`src/rtl/scroll_pkg.sv`:
```
package scroll_pkg;

  // Strobes from the timing control to the datapath
  typedef struct packed {
    logic scanStep;    // advance digit select
    logic scrollStep;  // rotate the message one place left
  } ctrlStrobes_t;

  localparam logic [6:0] SEG_BLANK = 7'h7F;
  localparam logic [3:0] AN_NONE   = 4'hF;

  // Active-low glyph, segment a on bit 6 .. g on bit 0
  function automatic logic [6:0] glyphOf(input logic [3:0] code);
    logic [6:0] g;
    case (code)
      4'h0: g = 7'h01;
      4'h1: g = 7'h4F;
      4'h2: g = 7'h12;
      4'h3: g = 7'h06;
      4'h4: g = 7'h4C;
      4'h5: g = 7'h24;
      4'h6: g = 7'h20;
      4'h7: g = 7'h0F;
      4'h8: g = 7'h00;
      4'h9: g = 7'h04;
      4'hD: g = 7'h7E;
      default: g = SEG_BLANK;
    endcase
    return g;
  endfunction

  // Active-low one-cold enable for a digit select
  function automatic logic [3:0] enableOf(input logic [1:0] sel);
    logic [3:0] e;
    e = AN_NONE;
    e[sel] = 1'b0;
    return e;
  endfunction

endpackage

```
`src/rtl/scroll_ctrl.sv`:
```
module scroll_ctrl
  import scroll_pkg::*;
#(
  parameter int SCAN_DIV   = 50000,
  parameter int SCROLL_DIV = 16666666
) (
  input  logic         clk,
  input  logic         clr,
  output ctrlStrobes_t strobes
);
  localparam int SCAN_W   = (SCAN_DIV > 1)   ? $clog2(SCAN_DIV)   : 1;
  localparam int SCROLL_W = (SCROLL_DIV > 1) ? $clog2(SCROLL_DIV) : 1;
  localparam logic [SCAN_W-1:0]   SCAN_LAST   = SCAN_W'(SCAN_DIV - 1);
  localparam logic [SCROLL_W-1:0] SCROLL_LAST = SCROLL_W'(SCROLL_DIV - 1);

  logic [SCAN_W-1:0]   scanCnt;
  logic [SCROLL_W-1:0] scrollCnt;
  logic scanWrap, scrollWrap;

  assign scanWrap   = (scanCnt == SCAN_LAST);
  assign scrollWrap = (scrollCnt == SCROLL_LAST);

  always_ff @(posedge clk) begin
    if (clr) begin
      scanCnt   <= '0;
      scrollCnt <= '0;
    end else begin
      scanCnt   <= scanWrap   ? '0 : scanCnt + 1'b1;
      scrollCnt <= scrollWrap ? '0 : scrollCnt + 1'b1;
    end
  end

  always_comb begin
    strobes.scanStep   = scanWrap & ~clr;
    strobes.scrollStep = scrollWrap & ~clr;
  end

endmodule

```
`src/rtl/scroll_datapath.sv`:
```
module scroll_datapath
  import scroll_pkg::*;
#(
  parameter int                  MSG_LEN = 12,
  parameter logic [MSG_LEN*4-1:0] MESSAGE = '1
) (
  input  logic         clk,
  input  logic         clr,
  input  ctrlStrobes_t strobes,
  output logic [6:0]   segOut,
  output logic [3:0]   anOut
);
  logic [3:0] charBuf [MSG_LEN];
  logic [3:0] window  [4];
  logic [1:0] scanSel;
  logic [1:0] winIdx;

  // Circular buffer, rotates toward slot 0 (leftmost)
  for (genvar k = 0; k < MSG_LEN; k++) begin : g_slot
    always_ff @(posedge clk) begin
      if (clr)
        charBuf[k] <= MESSAGE[4*(MSG_LEN-1-k) +: 4];
      else if (strobes.scrollStep)
        charBuf[k] <= charBuf[(k+1) % MSG_LEN];
    end
  end

  for (genvar p = 0; p < 4; p++) begin : g_win
    assign window[p] = charBuf[p];
  end

  assign winIdx = 2'd3 - scanSel;

  always_ff @(posedge clk) begin
    if (clr) begin
      scanSel <= '0;
      segOut  <= SEG_BLANK;
      anOut   <= AN_NONE;
    end else begin
      if (strobes.scanStep) scanSel <= scanSel + 2'd1;
      segOut <= glyphOf(window[winIdx]);
      anOut  <= enableOf(scanSel);
    end
  end

endmodule

```
`src/rtl/scroll_display.sv`:
```
module scroll_display #(
  parameter int                  MSG_LEN    = 12,
  parameter logic [MSG_LEN*4-1:0] MESSAGE    = 48'h947012D123FF,
  parameter int                  SCAN_DIV   = 50000,
  parameter int                  SCROLL_DIV = 16666666
) (
  input  logic       clk,
  input  logic       clr,
  output logic [6:0] segN,
  output logic [3:0] anN,
  output logic       dp
);
  scroll_pkg::ctrlStrobes_t strobes;

  scroll_ctrl #(
    .SCAN_DIV  (SCAN_DIV),
    .SCROLL_DIV(SCROLL_DIV)
  ) i_ctrl (
    .clk    (clk),
    .clr    (clr),
    .strobes(strobes)
  );

  scroll_datapath #(
    .MSG_LEN(MSG_LEN),
    .MESSAGE(MESSAGE)
  ) i_dp (
    .clk    (clk),
    .clr    (clr),
    .strobes(strobes),
    .segOut (segN),
    .anOut  (anN)
  );

  assign dp = 1'b1;

endmodule

```
`config.mk`:
```
export PLATFORM = sky130hd
export DESIGN_NAME = scroll_display
export DESIGN_NICKNAME = d
export VERILOG_FILES = /design/src/rtl/scroll_pkg.sv /design/src/rtl/scroll_ctrl.sv /design/src/rtl/scroll_datapath.sv /design/src/rtl/scroll_display.sv
export SDC_FILE = /design/constraint.sdc
export NUM_CORES = 1
export LEC_CHECK = 0
export ABC_CLOCK_PERIOD_IN_PS = 6400
export BUFFER_PORTS_ARGS = -buffer_cell sky130_fd_sc_hd__buf_2
export CAP_MARGIN = 20
export CORE_MARGIN = 1.5
export CORE_UTILIZATION = 55
export CTS_CLUSTER_SIZE = 30
export DETAILED_ROUTE_END_ITERATION = 10
export PLACE_DENSITY = 0.71
export SLEW_MARGIN = 0
export SYNTH_ARGS = -nofsm -noshare
export SYNTH_HDL_FRONTEND = slang
export SYNTH_SLANG_ARGS = --single-unit
```
`constraint.sdc`:
```
create_clock -name clk -period 6.4 [get_ports clk]
set_input_delay 0.96 -clock clk [delete_from_list [all_inputs] [get_ports clk]]
set_output_delay 0.96 -clock clk [all_outputs]
set_load 0.1 [all_outputs]
```
-- After elaboration in Yosys (flattened, before gate mapping)
Memory sizes are Yosys's and may differ from the RTL's. A register that Yosys moved wholly into a read port is not among the register bits.
Cells that the tools add are included.
Widths: inputs -> output; s select.
- reduce and logical (&&, ||, !) cells: 3
- muxes and demuxes: 22
- div/mod/pow operators: 0
- bitwise logic cells: 17
- magnitude comparators: 3
- equal/unequal tests: 2
- multipliers: 0
- shift operators: 0
- add/subtract/negate cells: 4
- operators with widths (kind ; count):
    $mux 4 ; 14
    $add 24x1->24 const B ; 1
    $eq 24x24->1 const B ; 1
    $add 16x1->16 const B ; 1
    $eq 16x16->1 const B ; 1
    $or 1x1->1 ; 12
    $bmux 4 s2 ; 1
    $mux 1 ; 6
    $not 4->4 ; 1
    $reduce_or 2->1 ; 2
    $ge 3x3->1 const B ; 1
    $lt 2x3->1 const B ; 1
    $not 2->3 ; 1
    $add 2x1->2 const B ; 1
    $and 1x1->1 ; 2
    $demux 1 s2 ; 1
    $ge 2x1->1 const B ; 1
    $sub 2x2->2 const A ; 1
    $logic_and 1x1->1 ; 1
    $not 1->1 ; 1
- latch bits: 0
- memories kept: 2
- output and inout port bits: 12
- memory bits (read-only): 112
- word-level logic and storage cells: 57
- bits in registers: 46
- input bits: 2
- bits in writable memories: 48
- memory list (name ; depth ; width ; rd ports ; clocked after Yosys merged registers in ; wr ports ; line ; source):
    (no name shown) ; 16 ; 7 ; 1 ; 1 ; 0 ; scroll_pkg.sv:15 ; case (code)
    i_dp.charBuf ; 12 ; 4 ; 12 ; 0 ; 12 ; scroll_datapath.sv:13 ; logic [3:0] charBuf [MSG_LEN];

-- Logic depth before layout (Yosys ltp)
Gate-level depths: netlist (run 1).
- word-level depth: 6
- gate-level depth with buffers: 8
- gate-level depth less buffers: 7

-- Hierarchy
A second synthesis (run 1) with hierarchy kept.
- cell total of the unflattened synthesis: 385
- area, all modules: 4336.7 um2
- by module, submodules not included (module ; area an instance (um2) ; sequential area each (um2) ; instances ; cells each):
    scroll_datapath ; 2497.4 ; 1701.6 ; 1 ; 169
    scroll_ctrl ; 1828.0 ; 800.8 ; 1 ; 214
    scroll_display ; 11.3 ; 0.0 ; 1 ; 2

-- Worst setup path before layout (run 1)
Ideal clock, no wire load.
- path type: input port to flip-flop
- start point: input clr
- end point: memory i_dp.charBuf[0][0], enable pin
- required time: 6.013 ns
- path buffers: 1
- setup time: 0.387 ns
- slack: 3.983 ns
- stages: 3
- data arrival time: 2.031 ns
- path through: clkinv_1 > o31ai_4 > buf_2
- RTL lines (element ; line ; source):
    from (decl) ; scroll_display.sv:8 ; input logic clr,
    to (decl) ; scroll_datapath.sv:13 ;

==> flow_metrics.tcl, run 1 <==
set metrics [dict create \
    p_leak_nw 1.561 \
    final.period_utilization 0.3585 \
    cp.required_ps 6400 \
    antenna-diode-count 0 \
    yosys_warnings 0 \
    yosysSeqAreaShare 0.5731 \
    finalSetupTns_ps 0 \
    vias_per_cell 5.334 \
    core_sq_um 7687 \
    io_pins 14 \
    hp-start "i_ctrl.scanCnt[0]" \
    arrival_ps 2290 \
    grt_pass1_wl_um 11520 \
    synth_top_area_share 0.3301 \
    die-area_sq_um 8483 \
    syn_area_sq_um 4367 \
    p_total_w 0.001151 \
    antenna_found_initial 0 \
    synth.area.top_cells "edfxtp_1 (33%), dfxtp_1 (24%), ha_1 (4.0%), and2_1 (3.9%), nand2b_1 (3.3%)" \
    cts_root_buf "clkbuf_8" \
    postCtsSetupBuffers 0 \
    hpwl_um 4166 \
    fmax_ghz 0.4359 \
    maxCapViolCount 0 \
    clkSlewWorstSetupHoldPaths_ps 100 \
    outcome "finished clean" \
    overflow 0 \
    cts_num_sinks 101 \
    synth-edff-count 48 \
    hold_violations 0 \
    final_nets 403 \
    drive_gt1_frac 0.09949 \
    async_flop_share 0 \
    routedWlPerCell_um 13.41 \
    slew_violations 0 \
    grt_use_total 0.1744 \
    clkLatencyLatePin_ps 360 \
    vdd_drop_max_uv 122.9 \
    rsz0062_at_grt "no" \
    yosys_most_used_dff "dfxtp_1" \
    skew_ps 9.396 \
    drt_iter0_markers 151 \
    start_util 0.5680 \
    drtAntennaViolNets 0 \
    die_x_um 92.11 \
    cts_max_level 3 \
    placed_cells 478 \
    hold_path_class "flop to flop" \
    num_vias 2635 \
    postSynthAreaPerCell_sq_um 11.55 \
    worst_pin_slew_ps 829.3 \
    path_class "flop to flop" \
    clockBufferDepth 2 \
    instances_no_fill 494 \
    whs_ps 467.5 \
    synth_area_leader_cell "edfxtp_1" \
    setup_viol 0 \
    p_per_area_nw_per_um2 247.5 \
    cts_tree "done" \
    relSlewSlack 0.4471 \
    die_h_um 92.11 \
    area_growth_syn_to_layout_pct 6.476 \
    crit_start "i_ctrl.scrollCnt[9]" \
    drcViolationCount 0 \
    end_kind "flop" \
    period_needed_ps 2294 \
    cts_resized 0 \
    gp_congestion 0.7389 \
    wirelength_um 6624 \
    drtPass1Iterations 4 \
    worst-path-max-fanout 72 \
    grt_pass1_vias 2433 \
    r2r-start "i_ctrl.scrollCnt[9]" \
    numCtsBuffers 9 \
    port_buffers 12 \
    ys_ff_latch 101 \
    holdBufCountCts 0 \
    rows 32 \
    fin_util 0.6048 \
    syn_inst 378 \
    critPathLaunchType "flop" \
    ys_types 41 \
    grt_max_degree 73 \
    syn_nets 394 \
]
[path summary, 6_finish.rpt]
kind                            slack [ps]                 end  cells after the start
worst min register to register         470   i_ctrl.scanCnt[0]                      1
worst min-delay path                   470   i_ctrl.scanCnt[0]                      1
worst max-delay path                  4110  i_dp.charBuf[0][0]                      4
worst max register to register        4110  i_dp.charBuf[0][0]                      4
[synth_stat cells, types with 2 or more instances]
cell      number
dfxtp_1       53
edfxtp_1      48
nor2_1        35
and2_1        27
nand2_1       23
nand2b_1      23
xnor2_1       16
ha_1          14
a21oi_1       12
inv_1         12
nand3_1       11
xor2_1        11
nand4_1       10
o21ai_0        9
buf_2          8
nor4_1         6
or3_1          6
o31ai_1        5
or4_1          5
and3_1         4
and4_1         4
buf_6          4
mux2i_1        4
mux4_2         4
nor3_1         4
buf_4          2
clkbuf_1       2
nor4_4         2
nor4bb_1       2
[critical path, cell delays in order (launching register included)]
cell and delay (ps):
dfxtp_1 430, nor4_4 300, nand4b_2 210, o31ai_4 270
buf_4 680
[metal layers]
metal / vias up / wire (um) / global-route usage
met5: - / 0 / 0
met4: 0 / 60 / 0.05769
met3: 5 / 218 / 0.05224
met2: 35 / 3061 / 0.2556
met1: 1256 / 3283 / 0.2472
li1: 1339 / - / -
[kinds of logic after synthesis]
family          share of synthesized area
mux                               0.03238
buf+inv                           0.03581
other cells                     0.0008588
simple gates                       0.2215
fa+ha+maj                         0.04012
flops                              0.5731
xor+xnor                          0.05415
compound gates                    0.04212
[layout make-up]
type	count	area (sq um)
Timing Repair Buffer	14	75.07
Clock buffer	9	123.9
Fill cell	659	3038
Clock inverter	7	63.81
Inverter	13	48.80
Sequential cell	101	2502
Tap cell	102	127.6
Multi-Input combinational cell	248	1708
[cells in the final DEF (no fill, tap or decap), types with 12 or more instances in the layout]
master / n
xnor2_1: 16
nand2b_1: 23
nand2_1: 23
edfxtp_1: 48
ha_1: 14
nor2_1: 35
and2_1: 27
dfxtp_1: 53
a21oi_1: 12
inv_1: 12
buf_2: 12
[through the flow]
stage | worst slack (ps) | instance area, sq um
detailed placement | 3737 | 4462
CTS | 4090 | 4649
finish | 4106 | 4649
global route | 3970 | 4649
global placement | 3776 | 4462
floorplan | 3983 | 4367
[where the power goes]
group	total (W)	switching (W)	internal, W
Clock	0.000383	0.000233	0.000150
Combinational	0.0000676	0.0000527	0.0000148
Sequential	0.000700	0.00000745	0.000693
[state kept, by name, indices dropped and copies added (netlist names)]
register,count
i_dp.charBuf,48
i_dp.segOut,7
i_ctrl.scanCnt,16
i_dp.scanSel,2
i_dp.anOut,4
i_ctrl.scrollCnt,24
No activity file was read; power rests on OpenSTA's default activity.
==> run 2, diff against run 1 <==
- ABC_AREA: default -> 1
- ABC_CLOCK_PERIOD_IN_PS: 6400 -> 1870
- PLACE_DENSITY: 0.71 -> 0.74
- clock period: 6.4 -> 1.87 ns (I/O delays scaled with it)
==> run 2 against run 1 <==
Compared with the run above: via count increased by 36%; sequential power increased to 3.4 times the previous value; global-route usage increased by 3.0 points; critical endpoint is now i_dp.charBuf[2][1]; clock power increased to 3.5 times the previous value; fmax increased by 34%; non-clock buffer count increased by 8; largest cell class unchanged; hold slack got worse by 260 ps; synthesized cell count increased by 50%; utilization increased by 1.8 points; highest routed layer unchanged; critical path depth increased by 2.
==> flow_metrics.tcl, run 2 <==
set metrics [dict create \
    outcome "finished clean" \
    crit_start "i_ctrl.scrollCnt[0]" \
    cts_tree "done" \
    yosysSeqAreaShare 0.5245 \
    drt_iter0_markers 219 \
    numCtsBuffers 9 \
    synth_top_area_share 0.3021 \
    synth_xor_area_frac 0.02754 \
    cts_max_level 3 \
    rsz0062_at_grt "no" \
    die-area_sq_um 9242 \
    overflow 0 \
    rows 33 \
    synth-compound-area-share 0.03226 \
    cts_num_sinks 101 \
    drive_gt1_frac 0.1218 \
    clkSlewWorstSetupHoldPaths_ps 90 \
    yosys_most_used_dff "dfxtp_1" \
    clockBufferDepth 2 \
    antenna_found_initial 0 \
    period_needed_ps 1713 \
    ys_types 28 \
    whs_endpoint "i_dp.segOut[4]" \
    gp_congestion 0.9307 \
    regMostFlops "i_dp.charBuf" \
    worst-path-max-fanout 13 \
    cp.required_ps 1960 \
    num_vias 3585 \
    die_x_um 96.14 \
    holdBufCountCts 0 \
    drtPass1Iterations 5 \
    reg2regPathDepth 6 \
    hold_path_class "primary input to flop" \
    critical_path.slowest_cell "dfxtp_1" \
    synth_top_family_by_area "simple AND/OR/NAND/NOR gates" \
    async_flop_share 0 \
    postSynthAreaPerCell_sq_um 8.414 \
    layout_commonest_cell "nand2_1" \
    port_buffers 12 \
    cts_resized 0 \
    syn_area_sq_um 4771 \
    core_sq_um 8299 \
    skew_ps 10.80 \
    slew_violations 0 \
    yosys.area_share.simple 0.2869 \
    grt_max_degree 42 \
    grt_pass1_wl_um 14630 \
    postCtsSetupBuffers 0 \
    fmax_ghz 0.5838 \
    die_h_um 96.14 \
    synthAdderAreaFrac 0.03672 \
    yosys_warnings 0 \
    hold_violations 0 \
    synth_common_cells "nand2_1 (115), inv_1 (87), nor2_1 (80)" \
    synth.area.mux_share 0 \
    clkLatencyLatePin_ps 360 \
    wirelength_um 8637 \
    ff2ff_setup_slack_ps 160 \
    fin_util 0.6223 \
    syn_nets 583 \
    setup_viol 0 \
    final.period_utilization 0.9160 \
    slowest_delay_ps 380 \
    antenna-diode-count 0 \
    area_growth_syn_to_layout_pct 8.261 \
    p_leak_nw 2.033 \
    grt_pass1_vias 3375 \
    hp-start "clr" \
    final_nets 602 \
    synth_area_leader_cell "edfxtp_1" \
    design_area_sq_um 5165 \
    critPathLaunchType "flop" \
    yosysMostFrequentCell "nand2_1" \
    synth-edff-count 48 \
    io_pins 14 \
    arrival_ps 1810 \
    path_class "flop to flop" \
    ys_ff_latch 101 \
    end_kind "flop" \
    routedWlPerCell_um 12.41 \
    synth.area.top_cells "edfxtp_1 (30%), dfxtp_1 (22%), nand2_1 (9.0%), inv_1 (6.8%), nor2_1 (6.3%)" \
    maxCapViolCount 0 \
    syn_inst 567 \
    finalSetupTns_ps 0 \
    dpl_cell_area_sq_um 4952 \
    drcViolationCount 0 \
    start_util 0.5749 \
    path_cells "ha_1, nand3_1, nor2_1, and2_1, buf_4, nand4_1" \
    drtAntennaViolNets 0 \
    cts_root_buf "clkbuf_8" \
    vias_per_cell 5.151 \
    worstReg2RegEnd "i_dp.charBuf[2][1]" \
    hold_depth 3 \
    largest_register_ffs 48 \
    hpwl_um 5957 \
    r2r-start "i_ctrl.scrollCnt[0]" \
    p_per_area_nw_per_um2 769.9 \
    mostFrequentLayoutCells "nand2_1 (114), inv_1 (87), nor2_1 (80)" \
    grt_use_total 0.2042 \
    biggestRegsByFlops "i_dp.charBuf: 48 flops, i_ctrl.scrollCnt: 24 flops, i_ctrl.scanCnt: 16 flops" \
    vdd_drop_max_uv 410.4 \
]
## run 2: cell count changes after synthesis, moves of 22 or more
cell and change:
and2_1 -26, nand2_1 +92, nand3_1 +29, nor2_1 +45, nand2b_1 -23, inv_1 +75
nor2_2 +22
## run 2: layer usage
layer  global-route usage  vias up  routed length [um]
li1                     -     1840                   -
met1               0.2595     1642                4023
met2               0.3339       93                4123
met3              0.05450       10                 375
met4              0.07230        0                 114
met5                    0        -                   0
## run 2: final cells by class
type                       instances  area (sq um)
fill                             696          3134
sequential                       101          2505
multi-input combinational        362          1853
inverter                          90         337.8
timing repair buffer              22         147.6
tap                              105         131.4
clock buffer                      10         127.6
clock inverter                     6         62.56
## run 2: per-stage QoR
step / hold WS (ps) / setup slack [ps] / total power, W / cells
after floorplan: 370.1 / 59.20 / 0.002628 / 567
after global placement: 430.2 / 113.6 / 0.002680 / 679
after detailed placement: 440.3 / 72.39 / 0.002684 / 679
after CTS: 195.3 / 47.16 / 0.004015 / 695
after global routing: 199.2 / 5.882 / 0.004134 / 696
final: 210.7 / 157.0 / 0.003976 / 696
## run 2: logic make-up (layout without fill, tap and decap cells)
kind of cell	after synthesis	count (layout)
and+or+nand+nor	303	304
buffers and inverters	105	128
adders and majority gates	14	14
other	1	1
DFF	101	101
xor gates and xnor gates	15	15
AOI/OAI and AO/OA	28	28
## run 2: how the worst max path moves through the flow
stage,end
2_1_floorplan,i_dp.charBuf[0][0]
3_3_place_gp,i_dp.segOut[6]
3_5_place_dp,i_dp.segOut[6]
4_1_cts,i_dp.charBuf[0][15]
5_1_grt,i_ctrl.scrollCnt[22]
6_report,i_dp.charBuf[2][1]
## run 2: power by group
| group | internal (W) | leakage, nW | switching [W] |
|---|---|---|---|
| Combinational | 0.0000523 | 1.12 | 0.000202 |
| Clock | 0.000616 | 0.0865 | 0.000726 |
| Sequential | 0.00236 | 0.824 | 0.0000236 |
## run 2: critical path, delay by kind of cell (launching register included)
family / cells / cell delay [ps]
adders and majority gates: 1 / 180
buffers and inverters: 1 / 250
DFF: 1 / 380
and+or+nand+nor: 4 / 640
